`config.mk`:
```
export PLATFORM = sky130hd
export DESIGN_NAME = byte_dma
export DESIGN_NICKNAME = d
export VERILOG_FILES = /design/src/rtl/dma_pkg.sv /design/src/rtl/dma_channel.sv /design/src/rtl/dma_pair.sv /design/src/rtl/dma_prio_arb.sv /design/src/rtl/dma_bus_seq.sv /design/src/rtl/byte_dma.sv
export SDC_FILE = /design/constraint.sdc
export NUM_CORES = 1
export LEC_CHECK = 0
export CORE_UTILIZATION = 55
export DETAILED_ROUTE_END_ITERATION = 8
export DONT_BUFFER_PORTS = 1
export HOLD_SLACK_MARGIN = 0.08
export PLACE_DENSITY_LB_ADDON = 0.25
export SYNTH_ARGS = -nofsm -noshare
export SYNTH_HDL_FRONTEND = slang
export SYNTH_SLANG_ARGS = --single-unit
```
`constraint.sdc`:
```
create_clock -name clk -period 5.12 [get_ports clk]
set_clock_uncertainty 0.1 [all_clocks]
set_input_delay 1.024 -clock clk [delete_from_list [all_inputs] [get_ports clk]]
set_output_delay 1.024 -clock clk [all_outputs]
set_load 0.01 [all_outputs]
```
`src/rtl/dma_pkg.sv`:
```
package dma_pkg;

  typedef enum logic [1:0] {
    STEP_HOLD = 2'd0,
    STEP_UP   = 2'd1,
    STEP_DOWN = 2'd2,
    STEP_KEEP = 2'd3
  } step_e;

  typedef enum logic [1:0] {
    TRIG_PIN    = 2'd0,
    TRIG_PERIPH = 2'd1,
    TRIG_SOFT   = 2'd2,
    TRIG_OFF    = 2'd3
  } trig_e;

  typedef enum logic [1:0] {
    REG_SRC  = 2'd0,
    REG_DST  = 2'd1,
    REG_CNT  = 2'd2,
    REG_CTRL = 2'd3
  } reg_e;

  // Field layout of the control word, bit 0 upward: en, src_io, dst_io,
  // src_step[4:3], dst_step[6:5], trig[8:7].
  typedef struct packed {
    trig_e trig;
    step_e dst_step;
    step_e src_step;
    logic  dst_io;
    logic  src_io;
    logic  en;
  } ctrl_t;

  localparam int unsigned CTRL_W = $bits(ctrl_t);

  typedef enum logic [3:0] {
    S_IDLE = 4'd0,
    S_F1   = 4'd1,
    S_F2   = 4'd2,
    S_F3   = 4'd3,
    S_F4   = 4'd4,
    S_D1   = 4'd5,
    S_D2   = 4'd6,
    S_D3   = 4'd7,
    S_D4   = 4'd8
  } seq_e;

endpackage

```
`src/rtl/dma_channel.sv`:
```
module dma_channel
  import dma_pkg::*;
#(
  parameter int unsigned AW = 20,
  parameter int unsigned CW = 16
) (
  input  logic          clk,
  input  logic          rst_n,
  input  logic          wr_en,
  input  reg_e          wr_reg,
  input  logic [AW-1:0] wr_data,
  input  logic          pin_req,
  input  logic          per_req,
  input  logic          done,
  output logic          req,
  output logic [AW-1:0] src_addr,
  output logic [AW-1:0] dst_addr,
  output ctrl_t         ctrl,
  output logic          tc
);

  logic [CW-1:0] cnt_q;
  logic          trig_hit;

  function automatic logic [AW-1:0] step_addr(input logic [AW-1:0] a, input step_e s);
    case (s)
      STEP_UP:   step_addr = a + AW'(1);
      STEP_DOWN: step_addr = a - AW'(1);
      default:   step_addr = a;
    endcase
  endfunction

  always_comb begin
    case (ctrl.trig)
      TRIG_PIN:    trig_hit = pin_req;
      TRIG_PERIPH: trig_hit = per_req;
      TRIG_SOFT:   trig_hit = 1'b1;
      default:     trig_hit = 1'b0;
    endcase
  end

  assign req = ctrl.en && (cnt_q != '0) && trig_hit;

  // End-of-transfer update first, register write after it so the write wins.
  always_ff @(posedge clk or negedge rst_n) begin
    if (!rst_n) begin
      src_addr <= '0;
      dst_addr <= '0;
      cnt_q    <= '0;
      ctrl     <= '0;
      tc       <= 1'b0;
    end else begin
      if (done) begin
        src_addr <= step_addr(src_addr, ctrl.src_step);
        dst_addr <= step_addr(dst_addr, ctrl.dst_step);
        cnt_q    <= cnt_q - CW'(1);
        if (cnt_q == CW'(1)) begin
          ctrl.en <= 1'b0;
          tc      <= 1'b1;
        end
      end
      if (wr_en) begin
        case (wr_reg)
          REG_SRC: src_addr <= wr_data;
          REG_DST: dst_addr <= wr_data;
          REG_CNT: cnt_q    <= wr_data[CW-1:0];
          default: begin
            ctrl <= ctrl_t'(wr_data[CTRL_W-1:0]);
            tc   <= 1'b0;
          end
        endcase
      end
    end
  end

endmodule

```
`src/rtl/dma_pair.sv`:
```
module dma_pair
  import dma_pkg::*;
#(
  parameter int unsigned AW = 20,
  parameter int unsigned CW = 16
) (
  input  logic                clk,
  input  logic                rst_n,
  input  logic [1:0]          wr_en,
  input  reg_e                wr_reg,
  input  logic [AW-1:0]       wr_data,
  input  logic [1:0]          pin_req,
  input  logic [1:0]          per_req,
  input  logic [1:0]          done,
  output logic [1:0]          req,
  output logic [1:0][AW-1:0]  src_addr,
  output logic [1:0][AW-1:0]  dst_addr,
  output ctrl_t [1:0]         ctrl,
  output logic [1:0]          tc
);

  for (genvar c = 0; c < 2; c++) begin : g_ch
    dma_channel #(.AW(AW), .CW(CW)) u_ch (
      .clk      (clk),
      .rst_n    (rst_n),
      .wr_en    (wr_en[c]),
      .wr_reg   (wr_reg),
      .wr_data  (wr_data),
      .pin_req  (pin_req[c]),
      .per_req  (per_req[c]),
      .done     (done[c]),
      .req      (req[c]),
      .src_addr (src_addr[c]),
      .dst_addr (dst_addr[c]),
      .ctrl     (ctrl[c]),
      .tc       (tc[c])
    );
  end

endmodule

```
`src/rtl/dma_prio_arb.sv`:
```
module dma_prio_arb #(
  parameter int unsigned N  = 4,
  localparam int unsigned IW = (N > 1) ? $clog2(N) : 1
) (
  input  logic [N-1:0]  req,
  output logic          any,
  output logic [IW-1:0] idx
);

  always_comb begin
    idx = '0;
    for (int i = N - 1; i >= 0; i--) begin
      if (req[i]) idx = IW'(i);
    end
  end

  assign any = |req;

endmodule

```
`src/rtl/dma_bus_seq.sv`:
```
module dma_bus_seq
  import dma_pkg::*;
#(
  parameter int unsigned AW = 20
) (
  input  logic          clk,
  input  logic          rst_n,
  input  logic          start,
  input  logic [AW-1:0] st_src,
  input  logic [AW-1:0] st_dst,
  input  logic          st_src_io,
  input  logic          st_dst_io,
  input  logic          bus_ready,
  input  logic [7:0]    bus_rdata,
  output logic          bus_valid,
  output logic          bus_write,
  output logic          bus_io,
  output logic [AW-1:0] bus_addr,
  output logic [7:0]    bus_wdata,
  output logic          idle,
  output logic          done
);

  seq_e          state_q;
  logic [AW-1:0] src_q, dst_q;
  logic          src_io_q, dst_io_q;
  logic [7:0]    data_q;

  always_ff @(posedge clk or negedge rst_n) begin
    if (!rst_n) begin
      state_q  <= S_IDLE;
      src_q    <= '0;
      dst_q    <= '0;
      src_io_q <= 1'b0;
      dst_io_q <= 1'b0;
      data_q   <= '0;
    end else begin
      case (state_q)
        S_IDLE: if (start) begin
          src_q    <= st_src;
          dst_q    <= st_dst;
          src_io_q <= st_src_io;
          dst_io_q <= st_dst_io;
          state_q  <= S_F1;
        end
        S_F1: state_q <= S_F2;
        S_F2: state_q <= S_F3;
        S_F3: if (bus_ready) begin
          data_q  <= bus_rdata;
          state_q <= S_F4;
        end
        S_F4: state_q <= S_D1;
        S_D1: state_q <= S_D2;
        S_D2: state_q <= S_D3;
        S_D3: if (bus_ready) state_q <= S_D4;
        default: state_q <= S_IDLE;
      endcase
    end
  end

  assign idle      = (state_q == S_IDLE);
  assign done      = (state_q == S_D4);
  assign bus_valid = !idle;
  assign bus_write = (state_q >= S_D1);
  assign bus_addr  = bus_write ? dst_q : src_q;
  assign bus_io    = bus_write ? dst_io_q : src_io_q;
  assign bus_wdata = data_q;

endmodule

```
`src/rtl/byte_dma.sv`:
```
module byte_dma
  import dma_pkg::*;
#(
  parameter int unsigned NUM_CH      = 4,
  parameter int unsigned AW          = 20,
  parameter int unsigned CW          = 16,
  parameter int unsigned SYNC_STAGES = 2,
  localparam int unsigned NUM_PAIRS  = NUM_CH / 2,
  localparam int unsigned CHW        = (NUM_CH > 1) ? $clog2(NUM_CH) : 1
) (
  input  logic              clk,
  input  logic              rst_n,
  input  logic              cfg_we,
  input  logic [CHW-1:0]    cfg_ch,
  input  logic [1:0]        cfg_reg,
  input  logic [AW-1:0]     cfg_wdata,
  input  logic [NUM_CH-1:0] ext_req,
  input  logic [NUM_CH-1:0] per_req,
  output logic              bus_valid,
  input  logic              bus_ready,
  output logic              bus_write,
  output logic              bus_io,
  output logic [AW-1:0]     bus_addr,
  output logic [7:0]        bus_wdata,
  input  logic [7:0]        bus_rdata,
  output logic [NUM_CH-1:0] tc_irq
);

  logic [SYNC_STAGES-1:0][NUM_CH-1:0] sync_q;
  logic [NUM_CH-1:0]          pin_sync;
  logic [NUM_CH-1:0]          wr_en_vec;
  logic [NUM_CH-1:0]          done_vec;
  logic [NUM_CH-1:0]          chan_req;
  logic [NUM_CH-1:0][AW-1:0]  src_all;
  logic [NUM_CH-1:0][AW-1:0]  dst_all;
  ctrl_t [NUM_CH-1:0]         ctrl_all;
  reg_e                       cfg_reg_e;
  logic                       arb_any;
  logic [CHW-1:0]             arb_idx;
  logic [CHW-1:0]             grant_q;
  logic                       seq_idle;
  logic                       seq_done;
  logic                       seq_start;

  // Request pin synchroniser
  always_ff @(posedge clk or negedge rst_n) begin
    if (!rst_n) sync_q <= '0;
    else begin
      sync_q[0] <= ext_req;
      for (int s = 1; s < SYNC_STAGES; s++) sync_q[s] <= sync_q[s-1];
    end
  end
  assign pin_sync  = sync_q[SYNC_STAGES-1];
  assign cfg_reg_e = reg_e'(cfg_reg);

  always_comb begin
    for (int i = 0; i < NUM_CH; i++) begin
      wr_en_vec[i] = cfg_we && (cfg_ch == CHW'(i));
      done_vec[i]  = seq_done && (grant_q == CHW'(i));
    end
  end

  for (genvar p = 0; p < NUM_PAIRS; p++) begin : g_pair
    dma_pair #(.AW(AW), .CW(CW)) u_pair (
      .clk      (clk),
      .rst_n    (rst_n),
      .wr_en    (wr_en_vec[2*p +: 2]),
      .wr_reg   (cfg_reg_e),
      .wr_data  (cfg_wdata),
      .pin_req  (pin_sync[2*p +: 2]),
      .per_req  (per_req[2*p +: 2]),
      .done     (done_vec[2*p +: 2]),
      .req      (chan_req[2*p +: 2]),
      .src_addr (src_all[2*p +: 2]),
      .dst_addr (dst_all[2*p +: 2]),
      .ctrl     (ctrl_all[2*p +: 2]),
      .tc       (tc_irq[2*p +: 2])
    );
  end

  dma_prio_arb #(.N(NUM_CH)) u_arb (
    .req (chan_req),
    .any (arb_any),
    .idx (arb_idx)
  );

  assign seq_start = seq_idle && arb_any;

  always_ff @(posedge clk or negedge rst_n) begin
    if (!rst_n)         grant_q <= '0;
    else if (seq_start) grant_q <= arb_idx;
  end

  dma_bus_seq #(.AW(AW)) u_seq (
    .clk       (clk),
    .rst_n     (rst_n),
    .start     (seq_start),
    .st_src    (src_all[arb_idx]),
    .st_dst    (dst_all[arb_idx]),
    .st_src_io (ctrl_all[arb_idx].src_io),
    .st_dst_io (ctrl_all[arb_idx].dst_io),
    .bus_ready (bus_ready),
    .bus_rdata (bus_rdata),
    .bus_valid (bus_valid),
    .bus_write (bus_write),
    .bus_io    (bus_io),
    .bus_addr  (bus_addr),
    .bus_wdata (bus_wdata),
    .idle      (seq_idle),
    .done      (seq_done)
  );

endmodule

```
==> results.py <==
metrics = {
    "power": {
        "power_frac_clock_pct": 23.5,
        "power_mw": 13.09,
        "p_leak_nw": 9.810,
        "peakVddDrop_v": 0.0003678,
        "swShare_pct": 43.86,
        "p_int_mw": 7.346,
        "switching_power_mw": 5.740,
        "combPwrFrac_pct": 39.2,
        "p_per_area_nw_per_um2": 478.1,
        "seqPwrFrac_pct": 37.4,
    },
    "global_routing": {
        "met2_usage_pct": 56.32,
        "grt_usage_pct": 36.49,
        "grt_busiest_layer": "met2",
        "overflow": 0,
        "grt_pass1_vias": 23390,
        "use_met3_pct": 9.677,
        "met1_usage_pct": 47.16,
        "grt_max_degree": 329,
        "grt_pass1_wl_mm": 137.0,
        "grt_antenna_before_repair": 0,
    },
    "yosys": {
        "ys_seq_elements": 328,
        "synthCells": 3424,
        "seq_area_frac_synth_pct": 31.22,
        "yosysMostFrequentCell": "nor2_1",
        "synthFlopType": "dfrtp_1",
        "synth_edf_count": 0,
        "synth_top_area_share_pct": 31.22,
        "avgSynthCellArea_um2": 7.677,
        "synth.distinct_cells": 97,
        "synthArstFlopShare_pct": 100.0,
        "yosysWarnings": 0,
        "synthesis.nets": 3500,
        "synth_area_leaders": "dfrtp_1 (31%), xnor2_1 (7.0%), a21oi_1 (6.1%)",
        "syn_area_um2": 26290,
        "yosys.area.top_type": "dfrtp_1",
        "synthTopCellsByCount": "nor2_1 (403), nand2_1 (348), dfrtp_1 (328), a21oi_1 (318), clkbuf_1 (260)",
    },
    "worst_setup_path": {
        "worstSetupPathType": "flip-flop to flip-flop",
        "critical_path_required_ns": 5.48,
        "worstPathArrival_ns": 4.11,
        "crit_path_end_kind": "flip-flop",
        "startpoint_type": "flip-flop",
        "critPathMaxFanout": 13,
    },
    "cells_and_area": {
        "fillers": 4237,
        "seqCellArea_um2": 8208,
        "num_antenna_cells": 0,
        "final_cells": 3805,
        "syn2layout_area_growth_pct": 4.132,
        "final_cell_area_um2": 27370,
        "fin_nets": 3244,
        "multiInputGateArea_um2": 16510,
        "drive_gt1_share_pct": 7.661,
    },
    "timing": {
        "setup-violations-final": 0,
        "tns_ns": 0,
        "tightest_slew_ns": 1.364,
        "drv_slew": 0,
        "maxSlewHeadroom_pct": 8.756,
        "rsz0062_at_grt": "no",
        "holdWs_ns": 0.03967,
        "post-route-min-period_ns": 3.753,
        "hold_viol": 0,
        "fmax_ghz": 0.2664,
        "min_period_over_period_pct": 73.30,
    },
    "clock_tree": {
        "htree_levels": 2,
        "root_buffer": "clkbuf_16",
        "cts_buffers": 41,
        "cts.sinks": 328,
        "clk_pin_slew_worst_paths_ns": 0.06,
        "clockBufferDepth": 3,
        "post_cts.repair.setup_buffers": 0,
        "cts_tree": "built",
        "cts-resized-gates": 0,
        "clk_latency_ns": 0.59,
    },
    "placement": {
        "dpl_cell_area_um2": 25980,
        "dp.cells": 3732,
        "hpwl_mm": 58.95,
        "port_buffers": 0,
        "gp_congestion": 0.9288,
    },
    "die": {
        "std_cell_rows": 79,
        "die_w_um": 220.6,
        "ios": 79,
        "die_y_um": 220.6,
        "core-area_um2": 46850,
        "initial_core_util_pct": 56.11,
        "dieArea_um2": 48670,
    },
    "routing": {
        "wire_per_inst_um": 23.46,
        "ant_nets": 0,
        "drtIter0Drc": 2803,
        "via_per_inst": 6.668,
        "via_count": 25370,
        "first_pass_iters": 8,
        "totalWireLength_mm": 89.27,
        "drc": 5,
    },
    "flow_run": {
        "maxCapViolCount": 0,
    },
    "outcome": {
        "violations": "design-rule violations",
        "status": "finished, violations left",
    },
    "min_path": {
        "holdCritPathClass": "input port to asynchronous set/reset pin",
    },
}
-- logic make-up after synthesis --
| logic type | after synthesis | share of synthesized area (%) |
|---|---|---|
| buf+inv | 396 | 6.264 |
| xor+xnor | 289 | 9.629 |
| fa+ha+maj | 32 | 1.523 |
| compound gates | 1001 | 24.04 |
| flops | 328 | 31.22 |
| simple gates | 1309 | 24.42 |
| mux | 69 | 2.903 |
-- worst paths after layout --
path / from / to / slack, ns / cells past startpoint
max reg2reg: g_pair[0].u_pair.g_ch[1].u_ch.ctrl[5]$_DFFE_PN0P_ / g_pair[0].u_pair.g_ch[1].u_ch.dst_addr[18]$_DFF_PN0_ / 1.37 / 12
min in group clk: sync_q[2]$_DFF_PN0_ / pin_sync[2]$_DFF_PN0_ / 0.25 / 0
min: rst_n / g_pair[0].u_pair.g_ch[1].u_ch.src_addr[10]$_DFF_PN0_ / 0.04 / 0
max in group asynchronous: rst_n / g_pair[1].u_pair.g_ch[1].u_ch.src_addr[11]$_DFF_PN0_ / 3.98 / 0
max: g_pair[0].u_pair.g_ch[1].u_ch.ctrl[5]$_DFFE_PN0P_ / g_pair[0].u_pair.g_ch[1].u_ch.dst_addr[18]$_DFF_PN0_ / 1.37 / 12
min reg2reg: sync_q[2]$_DFF_PN0_ / pin_sync[2]$_DFF_PN0_ / 0.25 / 0
-- layout make-up --
cell class | count | share of cell area [%]
repair buffers | 36 | 0.9873
clock buffers | 60 | 4.342
inverters | 61 | 0.8365
multi-input cells | 2700 | 60.32
well taps | 607 | 2.774
clock inverters | 13 | 0.7542
flip-flops and latches | 328 | 29.98
-- layout by cell type (no fill, tap or decap), drive strengths merged, types with 12 or more instances in the layout --
master  count
or2        12
and3b      33
o22ai      24
nand2     348
nor4       25
xor2       79
nand3b     27
nand4      19
dfrtp     328
clkbuf     60
a21o       16
buf        36
and2       14
a22oi      20
or3        41
nand2b     20
o31a       39
a211oi     59
nor3b      34
mux2       58
nor3       88
inv        58
a21oi     350
nor2      403
nor2b      24
a32oi      34
and3       18
o21a       23
nand3     142
a31oi      33
o21ai     259
o31ai      20
xnor2     210
ha         32
-- layer usage --
metal | vias up | part of all wire [%]
met3 | 262 | 10
met4 | 0 | 5.2
met1 | 12270 | 40
met2 | 1222 | 44
li1 | 11610 | -
met5 | - | 0
-- state kept, by name, summed over array words and instances, names as in the netlist --
signal,flops
g_pair.u_pair.g_ch.u_ch.cnt_q,64
g_pair.u_pair.g_ch.u_ch.ctrl,36
g_pair.u_pair.g_ch.u_ch.dst_addr,80
g_pair.u_pair.g_ch.u_ch.src_addr,80
g_pair.u_pair.g_ch.u_ch.tc,4
grant_q,2
pin_sync,4
sync_q,4
u_seq.bus_wdata,8
u_seq.dst_io_q,1
u_seq.dst_q,20
u_seq.src_io_q,1
u_seq.src_q,20
u_seq.state_q,4
-- worst max-delay path, cell delays in order (launching register included) --
cell and delay (ns):
dfrtp_1 0.36, inv_1 0.09, ha_1 0.53, xor2_1 0.22
ha_1 0.22, nand3b_1 0.09, a21boi_0 0.69, o21ai_0 0.35
a211oi_1 0.37, o21ai_0 0.15, and3_1 0.23, xnor2_1 0.14
a21oi_1 0.08
-- power groups by stage --
stage | registers (mW) | logic (mW) | clock network [mW]
floorplan | 3.82 | 4.71 | 0
global placement | 4.80 | 4.87 | 0
detailed placement | 4.83 | 5.00 | 0
CTS | 4.80 | 5.03 | 3.09
global route | 4.98 | 5.62 | 3.19
finish | 4.89 | 5.13 | 3.07
-- stage by stage --
| stage | worst slack, ns | utilization, % |
|---|---|---|
| after CTS | 1.450 | 58.43 |
| final | 1.367 | 58.43 |
| after detailed placement | 1.484 | 55.45 |
| after floorplan | 1.300 | - |
| after global placement | 1.512 | 55.45 |
| after global routing | 1.129 | 58.43 |
(Power assumes the default switching activity.)
